**config.mk**
```make
export PLATFORM = sky130hd
export DESIGN_NAME = bvm_branch_unit
export DESIGN_NICKNAME = d
export VERILOG_FILES = /design/src/rtl/bvm_pkg.sv /design/src/rtl/bvm_br_decode.sv /design/src/rtl/bvm_cond_eval.sv /design/src/rtl/bvm_pc_next.sv /design/src/rtl/bvm_branch_unit.sv
export SDC_FILE = /design/constraint.sdc
export NUM_CORES = 1
export LEC_CHECK = 0
export ABC_AREA = 1
export BUFFER_PORTS_ARGS = -buffer_cell sky130_fd_sc_hd__buf_2
export CORE_ASPECT_RATIO = 0.8
export CORE_MARGIN = 3
export CORE_UTILIZATION = 50
export CTS_CLUSTER_SIZE = 14
export DETAILED_ROUTE_END_ITERATION = 7
export PLACE_DENSITY = 0.86
export SETUP_SLACK_MARGIN = 0.2
export SLEW_MARGIN = 20
export SYNTH_ARGS = -nofsm -noshare
export SYNTH_HDL_FRONTEND = slang
export SYNTH_SLANG_ARGS = --single-unit
```
**constraint.sdc**
```tcl
create_clock -name clk -period 6.06 [get_ports clk]
set_input_delay 0.909 -clock clk [delete_from_list [all_inputs] [get_ports clk]]
set_output_delay 0.909 -clock clk [all_outputs]
set_load 0.005 [all_outputs]
```
**src/rtl/bvm_pkg.sv**
```systemverilog
package bvm_pkg;

    typedef enum logic [3:0] {
        OP_JA   = 4'h0,
        OP_JEQ  = 4'h1,
        OP_JGT  = 4'h2,
        OP_JGE  = 4'h3,
        OP_JSET = 4'h4,
        OP_JNE  = 4'h5,
        OP_JSGT = 4'h6,
        OP_JSGE = 4'h7,
        OP_CALL = 4'h8,
        OP_EXIT = 4'h9,
        OP_JLT  = 4'ha,
        OP_JLE  = 4'hb,
        OP_JSLT = 4'hc,
        OP_JSLE = 4'hd,
        OP_RSVE = 4'he,
        OP_RSVF = 4'hf
    } br_op_e;

    localparam logic [2:0] CLS_WIDE   = 3'd5;
    localparam logic [2:0] CLS_NARROW = 3'd6;

    typedef struct packed {
        br_op_e op;
        logic   is_cond;
        logic   is_ja;
        logic   is_call;
        logic   is_exit;
        logic   bad;
        logic   narrow;
        logic   use_reg;
    } br_dec_t;

    typedef enum logic {
        S_IDLE   = 1'b0,
        S_RESULT = 1'b1
    } br_state_e;

endpackage

```
**src/rtl/bvm_br_decode.sv**
```systemverilog
module bvm_br_decode
    import bvm_pkg::*;
(
    input  logic [7:0] opcode_i,
    output br_dec_t    dec_o
);
    logic [2:0] cls;
    logic       cls_ok;

    always_comb begin
        cls            = opcode_i[2:0];
        cls_ok         = (cls == CLS_WIDE) || (cls == CLS_NARROW);
        dec_o          = '0;
        dec_o.op       = br_op_e'(opcode_i[7:4]);
        dec_o.use_reg  = opcode_i[3];
        dec_o.narrow   = (cls == CLS_NARROW);
        unique case (br_op_e'(opcode_i[7:4]))
            OP_JA: begin
                dec_o.is_ja = (cls == CLS_WIDE);
                dec_o.bad   = (cls != CLS_WIDE);
            end
            OP_EXIT: begin
                dec_o.is_exit = (cls == CLS_WIDE);
                dec_o.bad     = (cls != CLS_WIDE);
            end
            OP_CALL: begin
                dec_o.is_call = cls_ok;
                dec_o.bad     = !cls_ok;
            end
            OP_RSVE, OP_RSVF: begin
                dec_o.bad = 1'b1;
            end
            default: begin
                dec_o.is_cond = cls_ok;
                dec_o.bad     = !cls_ok;
            end
        endcase
    end
endmodule

```
**src/rtl/bvm_cond_eval.sv**
```systemverilog
module bvm_cond_eval
    import bvm_pkg::*;
#(
    parameter int XLEN = 64,
    parameter int HALF = 32
) (
    input  br_op_e            op_i,
    input  logic              narrow_i,
    input  logic [XLEN-1:0]   lhs_i,
    input  logic [XLEN-1:0]   rhs_i,
    output logic              hit_o
);
    localparam int NLANE = 2;

    logic [NLANE-1:0] eq_v, ult_v, slt_v, any_v;

    for (genvar g = 0; g < NLANE; g++) begin : g_lane
        localparam int W = (g == 0) ? XLEN : HALF;
        logic [W-1:0] a, b;
        assign a        = lhs_i[W-1:0];
        assign b        = rhs_i[W-1:0];
        assign eq_v[g]  = (a == b);
        assign ult_v[g] = (a < b);
        assign slt_v[g] = ($signed(a) < $signed(b));
        assign any_v[g] = |(a & b);
    end

    logic eq, ult, slt, any_set;
    always_comb begin
        eq      = narrow_i ? eq_v[1]  : eq_v[0];
        ult     = narrow_i ? ult_v[1] : ult_v[0];
        slt     = narrow_i ? slt_v[1] : slt_v[0];
        any_set = narrow_i ? any_v[1] : any_v[0];
    end

    always_comb begin
        unique case (op_i)
            OP_JEQ:  hit_o = eq;
            OP_JNE:  hit_o = !eq;
            OP_JSET: hit_o = any_set;
            OP_JGT:  hit_o = !ult && !eq;
            OP_JGE:  hit_o = !ult;
            OP_JLT:  hit_o = ult;
            OP_JLE:  hit_o = ult || eq;
            OP_JSGT: hit_o = !slt && !eq;
            OP_JSGE: hit_o = !slt;
            OP_JSLT: hit_o = slt;
            OP_JSLE: hit_o = slt || eq;
            default: hit_o = 1'b0;
        endcase
    end
endmodule

```
**src/rtl/bvm_pc_next.sv**
```systemverilog
module bvm_pc_next #(
    parameter int PC_W  = 32,
    parameter int OFF_W = 16
) (
    input  logic [PC_W-1:0]  pc_i,
    input  logic [OFF_W-1:0] off_i,
    input  logic             take_i,
    output logic [PC_W-1:0]  pc_o
);
    logic [PC_W-1:0] off_ext;
    logic [PC_W-1:0] seq_pc;

    if (PC_W > OFF_W) begin : g_ext
        assign off_ext = {{(PC_W-OFF_W){off_i[OFF_W-1]}}, off_i};
    end else begin : g_trunc
        assign off_ext = off_i[PC_W-1:0];
    end

    assign seq_pc = pc_i + PC_W'(1);
    assign pc_o   = take_i ? (seq_pc + off_ext) : seq_pc;
endmodule

```
**src/rtl/bvm_branch_unit.sv**
```systemverilog
module bvm_branch_unit
    import bvm_pkg::*;
#(
    parameter int XLEN  = 64,
    parameter int HALF  = 32,
    parameter int IMM_W = 32,
    parameter int OFF_W = 16,
    parameter int PC_W  = 32
) (
    input  logic              clk,
    input  logic              rst_n,
    input  logic              issue_valid,
    input  logic [7:0]        opcode,
    input  logic [XLEN-1:0]   dst_val,
    input  logic [XLEN-1:0]   src_val,
    input  logic [IMM_W-1:0]  imm,
    input  logic [OFF_W-1:0]  offset,
    input  logic [PC_W-1:0]   pc,
    output logic              res_valid,
    output logic [PC_W-1:0]   next_pc,
    output logic              taken,
    output logic              call_pulse,
    output logic              exit_pulse,
    output logic              illegal
);
    localparam int IMM_PAD = XLEN - IMM_W;

    br_dec_t         dec;
    logic [XLEN-1:0] imm_ext;
    logic [XLEN-1:0] rhs;
    logic            cond_hit;
    logic            take_c;
    logic [PC_W-1:0] pc_c;
    br_state_e       state, state_nx;

    bvm_br_decode u_dec (
        .opcode_i (opcode),
        .dec_o    (dec)
    );

    assign imm_ext = {{IMM_PAD{imm[IMM_W-1]}}, imm};
    assign rhs     = dec.use_reg ? src_val : imm_ext;

    bvm_cond_eval #(.XLEN(XLEN), .HALF(HALF)) u_cmp (
        .op_i     (dec.op),
        .narrow_i (dec.narrow),
        .lhs_i    (dst_val),
        .rhs_i    (rhs),
        .hit_o    (cond_hit)
    );

    assign take_c = !dec.bad && (dec.is_ja || (dec.is_cond && cond_hit));

    bvm_pc_next #(.PC_W(PC_W), .OFF_W(OFF_W)) u_pc (
        .pc_i   (pc),
        .off_i  (offset),
        .take_i (take_c),
        .pc_o   (pc_c)
    );

    // state register
    always_ff @(posedge clk) begin
        if (!rst_n) state <= S_IDLE;
        else        state <= state_nx;
    end

    always_comb begin
        unique case (state)
            S_IDLE:   state_nx = issue_valid ? S_RESULT : S_IDLE;
            S_RESULT: state_nx = issue_valid ? S_RESULT : S_IDLE;
            default:  state_nx = S_IDLE;
        endcase
    end

    assign res_valid = (state == S_RESULT);

    // result registers
    always_ff @(posedge clk) begin
        if (!rst_n) begin
            next_pc    <= '0;
            taken      <= 1'b0;
            call_pulse <= 1'b0;
            exit_pulse <= 1'b0;
            illegal    <= 1'b0;
        end else if (issue_valid) begin
            next_pc    <= pc_c;
            taken      <= take_c;
            call_pulse <= dec.is_call && !dec.bad;
            exit_pulse <= dec.is_exit && !dec.bad;
            illegal    <= dec.bad;
        end else begin
            taken      <= 1'b0;
            call_pulse <= 1'b0;
            exit_pulse <= 1'b0;
            illegal    <= 1'b0;
        end
    end

    // result framing follows the issue strobe by one cycle
    a_r2_issue_gives_result: assert property (@(posedge clk) disable iff (!rst_n)
        issue_valid |=> res_valid);
    a_r2_no_spurious_result: assert property (@(posedge clk) disable iff (!rst_n)
        !issue_valid |=> !res_valid);

    // flags exclusive and only within a result
    a_r12_flags_exclusive: assert property (@(posedge clk) disable iff (!rst_n)
        $onehot0({taken, call_pulse, exit_pulse, illegal}));
    a_r12_flags_need_valid: assert property (@(posedge clk) disable iff (!rst_n)
        !res_valid |-> !(taken || call_pulse || exit_pulse || illegal));

    // a result that is not taken advances by one slot
    a_r8_sequential_pc: assert property (@(posedge clk) disable iff (!rst_n)
        (res_valid && !taken) |-> (next_pc == PC_W'($past(pc) + 1'b1)));

    // unconditional jump in the wide class
    a_r9_ja_taken: assert property (@(posedge clk) disable iff (!rst_n)
        (issue_valid && opcode[7:4] == 4'h0 && opcode[2:0] == CLS_WIDE) |=> taken);

    // narrow-class jump/exit are illegal
    a_r11_narrow_ja_exit: assert property (@(posedge clk) disable iff (!rst_n)
        (issue_valid && opcode[2:0] == CLS_NARROW &&
         (opcode[7:4] == 4'h0 || opcode[7:4] == 4'h9)) |=> illegal);

    // call request pulse
    a_r10_call_pulse: assert property (@(posedge clk) disable iff (!rst_n)
        (issue_valid && opcode[7:4] == 4'h8 && opcode[2:0] == CLS_WIDE) |=> (call_pulse && !taken));
endmodule

```
* After elaboration in Yosys (flattened, before gate mapping)
Index checks and enable logic that the tools add are counted.
Widths: inputs -> output; s select.
** Cells by class
- $lt $le $gt $ge :: 4
- Reductions and logical operators :: 22
- Add/sub/neg operators :: 2
- Eq/ne operators :: 20
- Bitwise logic cells :: 2
- Muxes and demuxes :: 13
** Operator list (number)
- $lt 64x64->1 :: 2
- $and 64x64->64 :: 1
- $eq 64x64->1 :: 1
- $lt 32x32->1 :: 2
- $mux 64 :: 1
- $reduce_or 64->1 :: 1
- $add 32x1->32 const B :: 1
- $add 32x32->32 :: 1
- $and 32x32->32 :: 1
- $eq 32x32->1 :: 1
- $eq 4x4->1 const B :: 8
- $mux 32 :: 1
- $reduce_or 32->1 :: 1
- $eq 4x3->1 const B :: 4
- $pmux 1 s11 :: 1
- $mux 1 :: 9
- $eq 4x2->1 const B :: 2
- $eq 3x3->1 const B :: 2
- $logic_and 1x1->1 :: 6
- $logic_not 1->1 :: 5
- $reduce_or 5->1 :: 1
- $eq 4x1->1 const B :: 1
- $logic_not 4->1 :: 1
- $logic_or 1x1->1 :: 4
- 4 further kinds :: 5
** Word-level totals
- Word-level logic and storage cells :: 69
- Output and inout port bits :: 37
- Input port bits :: 219
- Bits in registers :: 37

* Logic depth before layout (Yosys ltp)
- Depth after elaboration :: 10
- Depth in mapped cells :: 29
- Depth with buffers taken out :: 28

* Cells and area by module
A second synthesis with hierarchy kept.
** Unflattened totals
- Cell total of the unflattened synthesis :: 1519
- Area total of the unflattened synthesis :: 8652.0 µm²
** By module, submodules not included
- bvm_pc_next :: area each 3412.0 µm², seq. area each 0.0 µm², cells each 653, times used 1
- bvm_cond_eval :: area each 2944.1 µm², seq. area each 0.0 µm², cells each 440, times used 1
- bvm_branch_unit :: area each 2139.6 µm², seq. area each 740.7 µm², cells each 394, times used 1
- bvm_br_decode :: area each 156.4 µm², seq. area each 0.0 µm², cells each 32, times used 1

* Worst setup path before layout
No wires, ideal clock.
- Path kind :: in2reg
- Start point :: input port pc[0]
- End point :: register next_pc[29]
- Data required time :: 5.917 ns
- Setup time :: 0.143 ns
- Path buffers :: 0
- Stages on the path :: 25
- Slack :: 2.156 ns
- Arrival time :: 3.761 ns
- Path through :: ha_1 > nand2_1 > nor2_2 > nand2_1 > nor2_2 > nand4_1 > nor2_1 > nand2_1 > nor2_2 > nand4_1 > nand2_1 > inv_1 > ha_1 > nand2_1 > nor4_1 > nand2_1 > o211ai_1 > nand2_1 > nand2_1 > a21oi_1 > xor2_1 > inv_1 > nand2_2 > nand3_2 > a21oi_2
** Between the ends
- Cells in the longest elaborated chain, start to end :: 3
** RTL lines
- start: declaration :: RTL line bvm_branch_unit.sv:18 : input logic [PC_W-1:0] pc,
- $add 32x1->32 (*) :: RTL line bvm_pc_next.sv:19 : assign seq_pc = pc_i + PC_W'(1);
- $add 32x32->32 :: RTL line bvm_pc_next.sv:20 : assign pc_o = take_i ? (seq_pc + off_ext) : seq_pc;
- $mux 32 (*) :: RTL line bvm_pc_next.sv:20
- end signal: assignment :: RTL line bvm_branch_unit.sv:86 : next_pc <= pc_c;
- end: declaration :: RTL line bvm_branch_unit.sv:20 : output logic [PC_W-1:0] next_pc,
Every way passes the cells marked *; elsewhere a longest branch is shown, timed or not.
A chain may end at the register's enable or synchronous reset.

* Worst setup path after layout
- Start point :: input port opcode[3]
- End point :: register next_pc[6]
** Between the ends
- Cells in the longest elaborated chain, start to end :: 10
- Elaborated cells between the ends (all ways) :: 27
- Those cells by class :: order compare (4); eq/ne (2); mux (7); bitwise (2); reduce/logical (12)
** RTL lines
- start: declaration :: RTL line bvm_branch_unit.sv:13 : input logic [7:0] opcode,
- $mux 64 (*) :: RTL line bvm_branch_unit.sv:42 : assign rhs = dec.use_reg ? src_val : imm_ext;
- $lt 64x64->1 (tied with other cells) :: RTL line bvm_cond_eval.sv:24 : assign slt_v[g] = ($signed(a) < $signed(b));
- $mux 1, on equally long branches :: RTL line bvm_cond_eval.sv:32, bvm_cond_eval.sv:30, bvm_cond_eval.sv:31
- $logic_not 1->1, on equally long branches
- $logic_and 1x1->1, on equally long branches :: RTL line bvm_cond_eval.sv:45, bvm_cond_eval.sv:41
- $pmux 1 s11 (*) :: RTL line bvm_cond_eval.sv:37 : unique case (op_i)
- $logic_and 1x1->1 (*) :: RTL line bvm_branch_unit.sv:52 : assign take_c = !dec.bad && (dec.is_ja || (dec.is_cond && cond_hit));
- $logic_or 1x1->1 (*) :: RTL line bvm_branch_unit.sv:52
- $logic_and 1x1->1 (*) :: RTL line bvm_branch_unit.sv:52
- $mux 32 (*) :: RTL line bvm_pc_next.sv:20
Marks and branches as above.

==> impl_metrics.csv <==
group,metric,value,unit
synthesis,synthTopCellsByArea,"ha_1 (25%), nand2_1 (11%), dfxtp_1 (9.2%)",
die,num_io_pins,256,
timing,finalCriticalPeriod,4.85,ns
timing,fmax,206,MHz
setup_path,worst_r2r_path_depth,2,
routing,drcViolationCount,0,
setup_path,r2r-end,"next_pc[25]",
place,hpwl,21100,microns
synthesis,async_flop_share,0,
synthesis,synth.cell_area,0.00807,sq mm
clock_network,cts-hold-fix-buffers,0,
pwr,p_leak,5.39,nW
routing,drt_iter0_drc,671,
clock_network,cts-root-buf,"clkbuf_16",
setup_path,crit_path_end_kind,"flip-flop",
global_route,antenna_found_initial,2,
layout,layout-drive-gt1-share,0.266,
timing,rsz0062_at_grt,"false",
global_route,overflow,0,
setup_path,worstPathMaxFanout,34,
routing,dr.pass1.iters,5,
routing,avgViaCountPerCell,5.28,
run,max-cap-violations,0,
setup_path,critPathLaunch,"opcode[3]",
pwr,ir_worst_vdd,0.106,mV
clock_network,cts_resized,0,
synthesis,ys_warn_count,0,
synthesis,synth_top_area_share,0.248,
setup_path,slowest_delay,0.52,ns
setup_path,critical-path-slowest-cell,"inv_1",
routing,wl,24800,microns
setup_path,cp.depth,26,
synthesis,synth_top_family_by_area,"simple AND/OR/NAND/NOR gates",
clock_network,cts_setup_buffers,0,
worst_hold_path,hold_path_class,"reg -> reg",
global_route,grt_pass1_wl,39100,microns
synthesis,yosysSeqAreaShare,0.0918,
layout,area_growth,19.5,%
die,dieArea,0.0177,sq mm
setup_path,cpMostUsedCell,"nand2_1",
setup_path,cp.required,6.24,ns
die,die_w,148,microns
setup_path,critPathArrivalTime,5.03,ns
synthesis,avgSynthCellArea,6.37,sq um
routing,wl_per_cell,14.4,microns
clock_network,cts_htree_levels,2,
timing,setup_viol_count_final,0,
die,num_rows,40,
timing,worstMarginPinSlew,0.897,ns
die,die_height,120,microns
synthesis,syn_nets,1648,
layout,fin_cells,1718,
place,portBuffers,255,
global_route,grtUsageTotal,0.263,
setup_path,worstReg2RegStart,"next_pc[25]",
setup_path,cp-start-kind,"input pin",
global_route,grt_start_max_net_pins,65,
synthesis,synth_xor_area_frac,0.0521,
global_route,grt_pass1_vias,8248,
routing,vias,9068,
clock_network,clk_latency,0.29,ns
synthesis,ys_ff_latch,37,
timing,slew_viol_final,0,
setup_path,path_buf_inv,6,
synthesis,ys.flop_type,"dfxtp_1",
place,dp_cells,1708,
setup_path,worstSetupEndpoint,"next_pc[6]",
timing,finalSetupTns,0,ns
synthesis,ys_types,51,
synthesis,synth_edf_count,0,
timing,skew,0,ns
die,design.core.area,0.0154,sq mm
timing,fin_crit_sh,0.801,
die,initial_core_util,0.524,
setup_path,critical_path.top_delay_family,"simple AND/OR/NAND/NOR gates",
clock_network,clk_pin_slew,0.06,ns
pwr,powerDensity,125,mW/mm^2
routing,ant_nets,0,
clock_network,cts_tree,"built",
synthesis,syn_inst,1268,
synthesis,synth_mux_area_frac,0,
synthesis,yosys.area_share.simple,0.335,
synthesis,synth_compound_area_frac,0.159,
synthesis,synth_adder_area_share,0.251,
setup_path,critical_path_class,"in -> reg",
setup_path,regToRegSetupSlack,5.38,ns
clock_network,cts_buffers,5,
place,gp_congestion,0.977,
clock_network,numClockSinks,37,
layout,fin_nets,1885,
timing,slew_headroom,0.402,
synthesis,synth.largest_area_cell,"ha_1",
outcome,status,"completed",
timing,hold_violations,0,
clock_network,clock_path_buffers,2,
## cell type report
class | count | area, sq um
fillers | 1509 | 5770
clock buffers | 6 | 139
clock inverters | 2 | 13.8
diodes | 2 | 5.00
repair buffers | 258 | 1300
well taps | 210 | 263
inverters | 202 | 758
flip-flops and latches | 37 | 741
multi-input cells | 1001 | 6430
## state kept, by name (all words and copies together), names as in the netlist
name,flops
exit_pulse,1
res_valid,1
next_pc,32
call_pulse,1
illegal,1
taken,1
## power breakdown
| part | total (W) | switching [W] | internal, W |
|---|---|---|---|
| logic | 0.000662 | 0.000399 | 0.000263 |
| registers | 0.000268 | 0.00000834 | 0.000260 |
| clock network | 0.000276 | 0.000113 | 0.000164 |
| total | 0.00121 | 0.000519 | 0.000687 |
## per-layer routing
layer,vias up,global-route usage,routed length (microns)
met5,-,0,0
met4,0,0.0519,439
met3,37,0.0378,2050
met2,361,0.413,10500
met1,4084,0.383,11800
li1,4586,-,-
## through the flow
step                area [sq um]  total power [W]  utilization  worst slack [ns]  hold WS (ns)
CTS                         9640          0.00120        0.626              1.24         0.467
global route                9650          0.00130        0.626             0.710         0.490
finish                      9650          0.00121        0.626              1.21         0.463
detailed placement          9490         0.000924        0.616             0.930         0.457
floorplan                   8070         0.000710            -              2.16         0.462
global placement            9490         0.000906        0.616              1.14         0.452
## worst min-delay path by stage
stage                start     endpoint  depth (start not counted)
2_1_floorplan  next_pc[13]  next_pc[13]                          2
3_3_place_gp   next_pc[12]  next_pc[12]                          2
3_5_place_dp   next_pc[10]  next_pc[10]                          2
4_1_cts        next_pc[10]  next_pc[10]                          2
5_1_grt        next_pc[12]  next_pc[12]                          2
6_report        next_pc[8]   next_pc[8]                          2
## worst min-delay path, stage by stage, from the launching register on
cell and delay, ns:
dfxtp_1 0.30, nand2_1 0.06, a21oi_1 0.05
## synth_stat cells, types with 10 or more instances
cell        n
nor4_1     13
clkbuf_1   17
a21oi_1   102
inv_1     190
o21ai_0    63
xnor2_1    17
nand2_2    31
nand3_2    12
nor2_1    124
xor2_1     31
nand3_1    65
ha_1      160
dfxtp_1    37
inv_2      10
or2_2      34
nand4_1    17
a21oi_2    20
nand2_1   243
## layout by cell type (no fill, tap or decap), types with 5 or more instances in the layout
cell type  synthesis  routed
nor3_2             5       5
nand2_1          243     243
nand3_1           65      65
nor4_1            13      13
nor2_1           124     124
dfxtp_1           37      37
o21ai_0           63      63
xor2_1            31      31
inv_2             10      11
nor3_1             8       8
o211ai_1           5       5
nand2_2           31      31
xnor2_1           17      17
or2_2             34      34
a21oi_2           20      20
nand3_2           12      12
ha_1             160     160
buf_2              3     255
a21oi_1          102     102
o21a_1             7       7
inv_1            190     190
nor2_2             8       8
clkbuf_16          0       5
nand4_1           17      17
## cells by family after synthesis
kind of cell    Yosys count
fa+ha+maj               161
buf+inv                 230
compound gates          222
xor+xnor                 48
simple gates            570
flops                    37
(Power assumes the default switching activity.)
